**src/rtl/rx_addr_screen_pkg.sv**
```systemverilog
package rx_addr_screen_pkg;
  localparam int MAC_W   = 48;
  localparam int HASH_W  = 6;
  localparam int TBL_W   = 1 << HASH_W;
  localparam int WORD_W  = 32;
  localparam int LEN_W   = 16;
  localparam int MIN_LEN = 12;

  typedef enum logic [2:0] {
    SEL_ST0_LO = 3'd0,
    SEL_ST0_HI = 3'd1,
    SEL_ST1_LO = 3'd2,
    SEL_ST1_HI = 3'd3,
    SEL_TBL_LO = 3'd4,
    SEL_TBL_HI = 3'd5
  } cfg_sel_e;

  typedef struct packed {
    logic bcast_en;
    logic hash_indiv;
    logic st1_en;
    logic st0_en;
  } mode_t;
endpackage

```
**src/rtl/rx_addr_store.sv**
```systemverilog
module rx_addr_store
  import rx_addr_screen_pkg::*;
(
  input  logic              clk,
  input  logic              rst_n,
  input  logic              we,
  input  logic [2:0]        sel,
  input  logic [WORD_W-1:0] wdata,
  output logic [MAC_W-1:0]  st0,
  output logic [MAC_W-1:0]  st1,
  output logic [TBL_W-1:0]  tbl
);
  localparam int HI_W = MAC_W - WORD_W;

  always_ff @(posedge clk) begin
    if (!rst_n) begin
      st0 <= '0;
      st1 <= '0;
      tbl <= '0;
    end else if (we) begin
      case (sel)
        SEL_ST0_LO: st0[WORD_W-1:0]     <= wdata;
        SEL_ST0_HI: st0[MAC_W-1:WORD_W] <= wdata[HI_W-1:0];
        SEL_ST1_LO: st1[WORD_W-1:0]     <= wdata;
        SEL_ST1_HI: st1[MAC_W-1:WORD_W] <= wdata[HI_W-1:0];
        SEL_TBL_LO: tbl[WORD_W-1:0]     <= wdata;
        SEL_TBL_HI: tbl[TBL_W-1:WORD_W] <= wdata;
        default: ;
      endcase
    end
  end
endmodule

```
**src/rtl/rx_hash_fold.sv**
```systemverilog
module rx_hash_fold #(
  parameter int IN_W  = 48,
  parameter int OUT_W = 6
) (
  input  logic [IN_W-1:0]  din,
  output logic [OUT_W-1:0] hash
);
  localparam int GROUPS = (IN_W + OUT_W - 1) / OUT_W;
  localparam int PAD_W  = GROUPS * OUT_W;

  logic [PAD_W-1:0] padded;
  logic [OUT_W-1:0] part [GROUPS+1];

  assign padded  = PAD_W'(din);
  assign part[0] = '0;

  for (genvar g = 0; g < GROUPS; g++) begin : g_fold
    assign part[g+1] = part[g] ^ padded[g*OUT_W +: OUT_W];
  end

  assign hash = part[GROUPS];
endmodule

```
**src/rtl/rx_match_eval.sv**
```systemverilog
module rx_match_eval
  import rx_addr_screen_pkg::*;
(
  input  mode_t             mode,
  input  logic [MAC_W-1:0]  dest,
  input  logic [LEN_W-1:0]  len,
  input  logic [MAC_W-1:0]  st0,
  input  logic [MAC_W-1:0]  st1,
  input  logic [TBL_W-1:0]  tbl,
  input  logic [HASH_W-1:0] hash,
  output logic              accept
);
  logic long_enough, hit0, hit1, hit_bc, hash_ok, hit_grp;

  always_comb begin
    long_enough = (len >= LEN_W'(MIN_LEN));
    hit0        = mode.st0_en && (dest == st0);
    hit1        = mode.st1_en && (dest == st1);
    hit_bc      = mode.bcast_en && (&dest);
    hash_ok     = mode.hash_indiv || dest[0];
    hit_grp     = hash_ok && tbl[hash];
    accept      = long_enough && (hit0 || hit1 || hit_bc || hit_grp);
  end
endmodule

```
**src/rtl/rx_addr_screen.sv**
```systemverilog
module rx_addr_screen
  import rx_addr_screen_pkg::*;
(
  input  logic              clk,
  input  logic              rst_n,
  input  logic [3:0]        mode,
  input  logic              cfg_we,
  input  logic [2:0]        cfg_sel,
  input  logic [WORD_W-1:0] cfg_wdata,
  input  logic              frm_valid,
  output logic              frm_ready,
  input  logic [MAC_W-1:0]  frm_dest,
  input  logic [LEN_W-1:0]  frm_len,
  output logic              dec_valid,
  input  logic              dec_ready,
  output logic              dec_accept,
  output logic [HASH_W-1:0] dec_hash
);
  logic [MAC_W-1:0]  st0, st1;
  logic [TBL_W-1:0]  tbl;
  logic [HASH_W-1:0] hash_c;
  logic              accept_c;
  logic              take;

  rx_addr_store u_store (
    .clk   (clk),
    .rst_n (rst_n),
    .we    (cfg_we),
    .sel   (cfg_sel),
    .wdata (cfg_wdata),
    .st0   (st0),
    .st1   (st1),
    .tbl   (tbl)
  );

  rx_hash_fold #(.IN_W(MAC_W), .OUT_W(HASH_W)) u_fold (
    .din  (frm_dest),
    .hash (hash_c)
  );

  rx_match_eval u_eval (
    .mode   (mode_t'(mode)),
    .dest   (frm_dest),
    .len    (frm_len),
    .st0    (st0),
    .st1    (st1),
    .tbl    (tbl),
    .hash   (hash_c),
    .accept (accept_c)
  );

  assign frm_ready = !dec_valid || dec_ready;
  assign take      = frm_valid && frm_ready;

  always_ff @(posedge clk) begin
    if (!rst_n) begin
      dec_valid  <= 1'b0;
      dec_accept <= 1'b0;
      dec_hash   <= '0;
    end else if (take) begin
      dec_valid  <= 1'b1;
      dec_accept <= accept_c;
      dec_hash   <= hash_c;
    end else if (dec_ready) begin
      dec_valid  <= 1'b0;
    end
  end
endmodule

```
**config.mk**
```make
export PLATFORM = sky130hd
export DESIGN_NAME = rx_addr_screen
export DESIGN_NICKNAME = d
export VERILOG_FILES = /design/src/rtl/rx_addr_screen_pkg.sv /design/src/rtl/rx_addr_store.sv /design/src/rtl/rx_hash_fold.sv /design/src/rtl/rx_match_eval.sv /design/src/rtl/rx_addr_screen.sv
export SDC_FILE = /design/constraint.sdc
export NUM_CORES = 1
export LEC_CHECK = 0
export BUFFER_PORTS_ARGS = -buffer_cell sky130_fd_sc_hd__buf_2
export CAP_MARGIN = 30
export CELL_PAD_IN_SITES_DETAIL_PLACEMENT = 0
export CELL_PAD_IN_SITES_GLOBAL_PLACEMENT = 1
export CORE_ASPECT_RATIO = 0.5
export CORE_UTILIZATION = 45
export DETAILED_ROUTE_END_ITERATION = 6
export PLACE_DENSITY_LB_ADDON = 0.1
export SYNTH_ARGS = -nofsm -noshare
export SYNTH_HDL_FRONTEND = slang
export SYNTH_SLANG_ARGS = --single-unit
```
**constraint.sdc**
```tcl
create_clock -name clk -period 6.05 [get_ports clk]
set_input_delay 1.815 -clock clk [delete_from_list [all_inputs] [get_ports clk]]
set_output_delay 1.815 -clock clk [all_outputs]
set_load 0.005 [all_outputs]
```
Word-level counts from Yosys, hierarchy flattened

Cells that the tools add are included.

Eq/ne operators: 7
Bitwise gates (word level): 7
$add $sub $neg: 0
Multiplexer cells: 4
Div/mod/pow operators: 0
Shift operators: 0
Multipliers: 0
Order comparisons: 2
Reductions and logical operators: 21

Operators with widths:

| cell                                                  | number |
|---|---|
| == test 48 bit                                        | 2 |
| AND reduction 48 bit                                  | 1 |
| XOR 6 bit                                             | 7 |
| >= comparator 16 x 4 -> 1 bit (second input constant) | 1 |
| AND reduction 2 bit                                   | 6 |
| < comparator 6 x 7 -> 1 bit (second input constant)   | 1 |
| binary-select mux 1 bit (select 6 bit)                | 1 |
| == test 3 x 2 -> 1 bit (second input constant)        | 2 |
| == test 3 bit (second input constant)                 | 2 |
| logical AND 1 bit                                     | 6 |
| logical OR 1 bit                                      | 5 |
| == test 3 x 1 -> 1 bit (second input constant)        | 1 |
| zero test 3 bit                                       | 1 |
| two-way mux 1 bit                                     | 3 |
| nonzero test 2 bit                                    | 1 |
| zero test 1 bit                                       | 1 |

Memories kept: 0
Input port bits: 108
Bits in writable memories: 0
Latch bits: 0
Register bits: 168
ROM bits: 0
Output and inout port bits: 9

Longest topological paths before layout

Gate-level depths: netlist of run 1.

Word-level depth: 12
Depth in mapped cells: 11

Modules after synthesis

From an unflattened synthesis of run 1, not the netlist that was laid out.

Cells, all modules: 851
Area total of the unflattened synthesis: 8370.5 µm²

By module, submodules not included:

| module         | cells an instance | area an instance (µm²) | instances | seq. area each (µm²) |
|---|---|---|---|---|
| rx_addr_store  | 557               | 5830.6                 | 1         | 3203.1 |
| rx_match_eval  | 217               | 1839.3                 | 1         | 0.0 |
| rx_hash_fold   | 42                | 367.9                  | 1         | 0.0 |
| rx_addr_screen | 35                | 332.8                  | 1         | 160.2 |

Worst setup path after synthesis of run 1

OpenSTA, ideal clock, no wires.

Path kind: input -> register
From: input port frm_dest[0]
To: register dec_accept
Stages on the path: 10
Path buffers: 2
Data arrival time: 3687 ps
Path slack: 2241 ps
Setup time: 122 ps
Path through: buf_2 > xnor2_1 > xnor2_1 > xnor2_4 > buf_4 > mux4_2 > a22oi_1 > nand2_1 > o31ai_1 > o31ai_1

Cells in the longest elaborated chain, start to end: 12

Ends and longest elaborated chain:

| element                                 | RTL line             | source |
|---|---|---|
| start, declared                         | rx_addr_screen.sv:12 | `input logic [MAC_W-1:0] frm_dest,` |
| XOR 6 bit (7 in a row)                  | rx_hash_fold.sv:18   | `assign part[g+1] = part[g] ^ padded[g*OUT_W +: OUT_W];` |
| binary-select mux 1 bit (select 6 bit)  | rx_match_eval.sv:21  | `hit_grp = hash_ok && tbl[hash];` |
| two-way mux 1 bit (implied by the code) | rx_match_eval.sv:21  |  |
| logical AND 1 bit                       | rx_match_eval.sv:21  |  |
| logical OR 1 bit *                      | rx_match_eval.sv:22  | `accept = long_enough && (hit0 \|\| hit1 \|\| hit_bc \|\| hit_grp);` |
| logical AND 1 bit *                     | rx_match_eval.sv:22  |  |
| end signal, assigned                    | rx_addr_screen.sv:62 | `dec_accept <= accept_c;` |
| end, declared                           | rx_addr_screen.sv:16 | `output logic dec_accept,` |

Every way passes the cells marked *; elsewhere a longest branch is shown, timed or not. The select of a mux whose other input is x is not followed.
A chain may end at the register's enable or synchronous reset.

Final worst setup path of run 1

From: input port frm_dest[36]
To: register dec_accept

Cells in the longest elaborated chain, start to end: 7

Ends and longest elaborated chain:

| element                                 | RTL line |
|---|---|
| XOR 6 bit (2 in a row)                  | rx_hash_fold.sv:18 |
| binary-select mux 1 bit (select 6 bit)  | rx_match_eval.sv:21 |
| two-way mux 1 bit (implied by the code) | rx_match_eval.sv:21 |
| logical AND 1 bit                       | rx_match_eval.sv:21 |
| logical OR 1 bit *                      | rx_match_eval.sv:22 |
| logical AND 1 bit *                     | rx_match_eval.sv:22 |

Marks and branches as above.

==> results_dict.tcl, run 1 <==
set metrics [dict create \
    run_status "finished with violations" \
    violations "DRC" \
    setup_violations 0 \
    grt_usage_pct 29.8 \
    htree_levels 4 \
    cp-end-kind "register" \
    clock_skew_ns 0.00984 \
    hold_buffers 0 \
    p_switching_w 0.000826 \
    yosysWarnings 0 \
    drt_iter0_drc 662 \
    synth_edf_count 0 \
    yosysTopAreaCellShare_pct 42.1 \
    r2r-end "dec_accept$_SDFFE_PN0P_" \
    ys_types 40 \
    power.density_nw_per_um2 306 \
    maxSlewViolCount 0 \
    synthToLayoutAreaGrowth_pct 17.3 \
    fmax_mhz 240 \
    ys_top_cells_by_area "dfxtp_1, nand2_1, a21oi_1" \
    cts_buffers 17 \
    placed_area_sq_um 8720 \
    p_seq_share_pct 40.2 \
    design_area_sq_um 9370 \
    antennaDiodeCount 0 \
    path_buf_inv 2 \
    ir_worst_vdd_mv 0.217 \
    synth_fp_nets 1119 \
    arrival_ns 4.48 \
    crit_fanout 18 \
    synth_cells 1011 \
    cts_setup_buffers 0 \
    crit_cells 10 \
    synth-simple-area-share_pct 21.2 \
    die_height_microns 96.2 \
    endpoint "dec_accept$_SDFFE_PN0P_" \
    cp.required_ns 6.36 \
    grt_max_degree 82 \
    cts_root_buffer "clkbuf_16" \
    slew_headroom_pct 33.1 \
    crit_chain "buf_2 > xor2_1 > xnor2_1 > xnor2_4 > buf_4 > mux4_2 > a22oi_1 > nand2_1 > o31ai_1 > o31ai_1" \
    initial_core_util_pct 46.0 \
    swShare_pct 28.8 \
    wirelength_mm 26.8 \
    cts_resized 0 \
    cp_common_cell "o31ai_1" \
    place_hpwl_mm 19.1 \
    reg2reg_from "u_store.st0[19]$_SDFFE_PN0P_" \
    cp_top_family "XOR/XNOR gates" \
    yosys.cell_count.top_type "nand2_1" \
    ys_ff_latch 168 \
    antenna_found_initial 0 \
    clockPowerShare_pct 42.2 \
    synth.yosys.seq_area_share_pct 42.1 \
    r2r_cells 7 \
    setup_tns_ns 0 \
    async_reset_ff_share_pct 0 \
    syn_area_sq_um 7990 \
    avgSynthCellArea_sq_um 7.90 \
    clock_sinks 168 \
    drtAntennaViolNets 0 \
    synth_compound_area_share_pct 13.3 \
    portBuffers 114 \
    fp.dieArea_sq_um 18300 \
    finalHoldViolations 0 \
    first_pass_iters 7 \
    synth_xor_area_share_pct 13.8 \
    min_period_ns 4.17 \
    ys.flop_type "dfxtp_1" \
    r2r_setup_slack_ns 3.41 \
    crit_path_start "frm_dest[36]" \
    avgRoutedWirePerCell_microns 19.9 \
    via_count 7406 \
    fin_crit_sh_pct 69.0 \
    fp.coreArea_sq_um 17400 \
    rsz0062_at_grt "false" \
    synth_common_cells "nand2_1, dfxtp_1, a21oi_1" \
    synth_top_area_cell "dfxtp_1" \
    clock_latency_ns 0.43 \
    slowest_delay_ns 0.75 \
    grt-ovfl-total 0 \
    min_path_type "register to register" \
    muxShareOfSynthArea_pct 5.86 \
    nets 1206 \
    p_leak_nw 3.36 \
    cts_tree "yes" \
    min_path_cells 2 \
    io_pins 117 \
    die_w_microns 190 \
    grt_first_pass_wirelength_mm 39.5 \
    synth_top_family_by_area "simple AND/OR/NAND/NOR gates" \
    drive_gt1_share_pct 15.4 \
    cap_violations 0 \
    critPathKind "input pin to register" \
    clock_path_buffers 2 \
    route.detailed.drc 1 \
    grt_pass1_vias 6632 \
    internal-power_w 0.00204 \
    cpMaxStageDelayCell "xnor2_4" \
    cts.clk_slew.worst_paths_ns 0.06 \
    place.gp.congestion 0.916 \
    rows 34 \
    avgViaCountPerCell 5.51 \
    tightest_slew_ns 0.997 \
    combPwrFrac_pct 17.6 \
    synthAdderAreaFrac_pct 0 \
    cp-start-kind "input pin" \
]
## through the flow
stage               power, W  utilization (%)  hold slack, ns  setup WS, ns  cells
floorplan            0.00148                -           0.433          2.24   1011
global placement     0.00167             50.2           0.440          1.50   1313
detailed placement   0.00167             50.2           0.447          1.47   1313
CTS                  0.00287             54.0           0.456          1.90   1345
global route         0.00296             54.0           0.477          1.68   1345
finish               0.00287             54.0           0.455          1.88   1345
## sequential cells by signal, indices dropped and copies added, names as in the netlist
name / cells
u_store.tbl: 64
dec_accept: 1
u_store.st0: 48
dec_hash: 6
u_store.st1: 48
dec_valid: 1
## power by group through the flow
stage	Sequential [W]	Combinational, W	Clock, W
after CTS	0.00115	0.000499	0.00122
after global placement	0.00118	0.000493	0
after global routing	0.00116	0.000537	0.00127
final	0.00115	0.000503	0.00121
after floorplan	0.00118	0.000303	0
after detailed placement	0.00118	0.000495	0
## layer usage
| metal | vias to the layer above | part of all wire, % | track usage (%) |
|---|---|---|---|
| met5 | - | 0 | 0 |
| li1 | 3554 | - | - |
| met2 | 282 | 41 | 43.5 |
| met1 | 3550 | 49 | 43.9 |
| met3 | 20 | 8.8 | 6.64 |
| met4 | 0 | 1.1 | 7.07 |
## worst min path at each step
stage,start,to,slack (ns)
4_1_cts,u_store.tbl[63]$_SDFFE_PN0P_,u_store.tbl[63]$_SDFFE_PN0P_,0.46
3_3_place_gp,u_store.tbl[60]$_SDFFE_PN0P_,u_store.tbl[60]$_SDFFE_PN0P_,0.44
2_1_floorplan,u_store.tbl[53]$_SDFFE_PN0P_,u_store.tbl[53]$_SDFFE_PN0P_,0.43
3_5_place_dp,u_store.tbl[63]$_SDFFE_PN0P_,u_store.tbl[63]$_SDFFE_PN0P_,0.45
6_report,u_store.tbl[50]$_SDFFE_PN0P_,u_store.tbl[50]$_SDFFE_PN0P_,0.46
5_1_grt,u_store.tbl[14]$_SDFFE_PN0P_,u_store.tbl[14]$_SDFFE_PN0P_,0.48
## cell families after synthesis
logic type      count (synthesis)
compound gates                196
flops                         168
mux                            39
simple gates                  409
buf+inv                        76
xor+xnor                      123
## cell type report
type / instances / area (sq um)
repair buffers: 125 / 653
clock buffers: 18 / 439
flip-flops and latches: 168 / 3360
well taps: 234 / 293
inverters: 19 / 73.8
fillers: 1707 / 7990
multi-input cells: 767 / 4340
clock inverters: 14 / 206
## tightest hold or removal path, delay by kind of cell (launching register included)
family | cells | cell delay [ns]
AO/OA/AOI/OAI | 1 | 0.05
flip-flops | 1 | 0.31
AND/OR/NAND/NOR | 1 | 0.05
## cell usage in the layout (no fill, tap or decap), types with 2 or more instances in the layout
cell type / instances
nand2_1: 327
dfxtp_1: 168
a21oi_1: 164
buf_2: 114
xnor2_1: 88
xor2_1: 33
mux2i_1: 31
nand4_1: 27
inv_1: 18
clkbuf_16: 17
nor4_1: 15
nor2_1: 11
buf_4: 11
nand3_1: 8
mux4_2: 6
inv_6: 6
a22oi_1: 5
o22ai_1: 5
nor2b_1: 4
and2_1: 4
a211oi_1: 4
nor3_1: 4
bufinv_16: 4
and3_1: 3
o2bb2ai_1: 3
a221oi_1: 3
clkinv_4: 3
nand2b_1: 2
mux2_2: 2
o21ai_0: 2
o31ai_1: 2
a222oi_1: 2
No activity file was read; power rests on OpenSTA's default activity.
==> run 2, diff against run 1 <==
Settings changed: CORE_UTILIZATION 45 to 38.
Clock period 6.05 ns to 3.5 ns, I/O delays scaled along.
==> results_dict.tcl, run 2 (synthesis gave the netlist of run 1 again) <==
set metrics [dict create \
    htree_levels 4 \
    first_pass_iters 7 \
    fill_cells 2137 \
    min_period_ns 2.90 \
    grt_first_pass_wirelength_mm 42.2 \
    grt_pass1_vias 6991 \
    stdcell_count 1395 \
    run_status "finished with violations" \
    fin_ws_ns 0.602 \
    cap_violations 0 \
    drive_gt1_share_pct 16.1 \
    wirelength_mm 28.2 \
    final_common_cell "nand2_1" \
    fin_crit_sh_pct 82.8 \
    setup_tns_ns 0 \
    avgViaCountPerCell 5.31 \
    fmax_mhz 345 \
    place_hpwl_mm 20.3 \
    cts_buffers 17 \
    largest_register_ffs 64 \
    final_cell_mix "nand2_1, dfxtp_1, a21oi_1, buf_2, xnor2_1" \
    grt-ovfl-total 0 \
    route.detailed.drc 2 \
    clock_path_buffers 2 \
    p_leak_nw 3.37 \
    via_count 7404 \
    avgRoutedWirePerCell_microns 20.2 \
    antennaDiodeCount 0 \
    drt_iter0_drc 734 \
    violations "DRC" \
    die_height_microns 105 \
    top_register "u_store.tbl" \
    arrival_ns 3.25 \
    ir_worst_vdd_mv 0.294 \
    cts_resized 0 \
    grt_usage_pct 26.6 \
    hold_buffers 0 \
    place.gp.congestion 0.905 \
    grt_max_degree 88 \
    rows 37 \
    io_pins 117 \
    finalHoldViolations 0 \
    fp.coreArea_sq_um 20600 \
    cp-end-kind "register" \
    drtAntennaViolNets 0 \
    portBuffers 114 \
    place_inst 1363 \
    antenna_found_initial 0 \
    clock_skew_ns 0.00735 \
    die_w_microns 207 \
    power.density_nw_per_um2 500 \
    multiInputGateArea_sq_um 4330 \
    reg_top3 "u_store.tbl (64), u_store.st0 (48), u_store.st1 (48)" \
    setup_violations 0 \
    cp-start-kind "input pin" \
    rsz0062_at_grt "false" \
    fp.dieArea_sq_um 21600 \
    critPathKind "input pin to register" \
    tightest_slew_ns 0.854 \
    cts_setup_buffers 0 \
    clock_sinks 168 \
    cts.clk_slew.worst_paths_ns 0.07 \
    crit_fanout 4 \
    maxSlewViolCount 0 \
    min_path_type "register to register" \
    cp.required_ns 3.86 \
    cts_tree "yes" \
    synthToLayoutAreaGrowth_pct 18.2 \
    nets 1217 \
    pre_cts_slack_ns 0.158 \
    initial_core_util_pct 38.9 \
    cts_root_buffer "clkbuf_16" \
    slew_headroom_pct 43.0 \
    clock_latency_ns 0.44 \
    regArea_sq_um 3360 \
]
-- run 2: cell count changes in the layout (fill, tap and decap cells not counted) --
cell        before  now
buf_12           0    4
clkbuf_8         1    0
clkinvlp_4       1    4
buf_4           11   18
bufinv_16        4    0
nand3_2          1    0
clkinv_4         3    5
nand3_1          8    9
clkinv_2         0    2
inv_6            6    4
-- run 2: area by class of cell --
class	instances	area share [%]
Sequential cell	168	35.6
Inverter	19	0.782
Clock buffer	17	4.51
Tap cell	273	3.62
Timing Repair Buffer	136	8.32
Clock inverter	15	1.26
Multi-Input combinational cell	767	45.9
-- run 2: worst max-delay path: stages --
cell	delay [ns]
buf_2	0.17
xnor2_1	0.33
nand4_1	0.24
nor4_1	0.31
nand3_1	0.14
o311ai_0	0.62
buf_4	0.23
a21oi_1	0.07
o31ai_1	0.08
-- run 2: where the power goes --
group,total (W),internal [W],leakage (nW),switching [W]
clock network,0.00179,0.000918,0.257,0.000869
logic,0.000939,0.000379,1.76,0.000559
registers,0.00199,0.00196,1.36,0.0000313
total,0.00472,0.00326,3.37,0.00146
-- run 2: final timing paths --
path | startpoint | end | slack [ns] | cells after the start
hold / removal | u_store.tbl[23]$_SDFFE_PN0P_ | u_store.tbl[23]$_SDFFE_PN0P_ | 0.45 | 2
setup reg to reg | u_store.st0[15]$_SDFFE_PN0P_ | dec_accept$_SDFFE_PN0P_ | 1.06 | 8
hold reg to reg | u_store.tbl[23]$_SDFFE_PN0P_ | u_store.tbl[23]$_SDFFE_PN0P_ | 0.45 | 2
setup / recovery | frm_dest[15] | dec_accept$_SDFFE_PN0P_ | 0.60 | 9
-- run 2: through the flow --
stage                     utilization (%)  total power, W  hold slack, ns  instance area, sq um
final                                45.9         0.00472           0.454                  9440
after global placement               43.3         0.00297           0.440                  8900
after floorplan                         -         0.00255           0.433                  7990
after CTS                            45.9         0.00475           0.456                  9440
after detailed placement             43.3         0.00297           0.446                  8900
after global routing                 45.9         0.00490           0.467                  9440
-- run 2: layer usage --
layer	up-vias	track usage (%)	part of all wire, %	routed length [microns]
li1	3581	-	-	-
met1	3541	39.3	50	14000
met2	258	38.7	42	11700
met3	24	6.10	7.7	2180
met4	0	6.18	1.1	308
met5	-	0	0	0
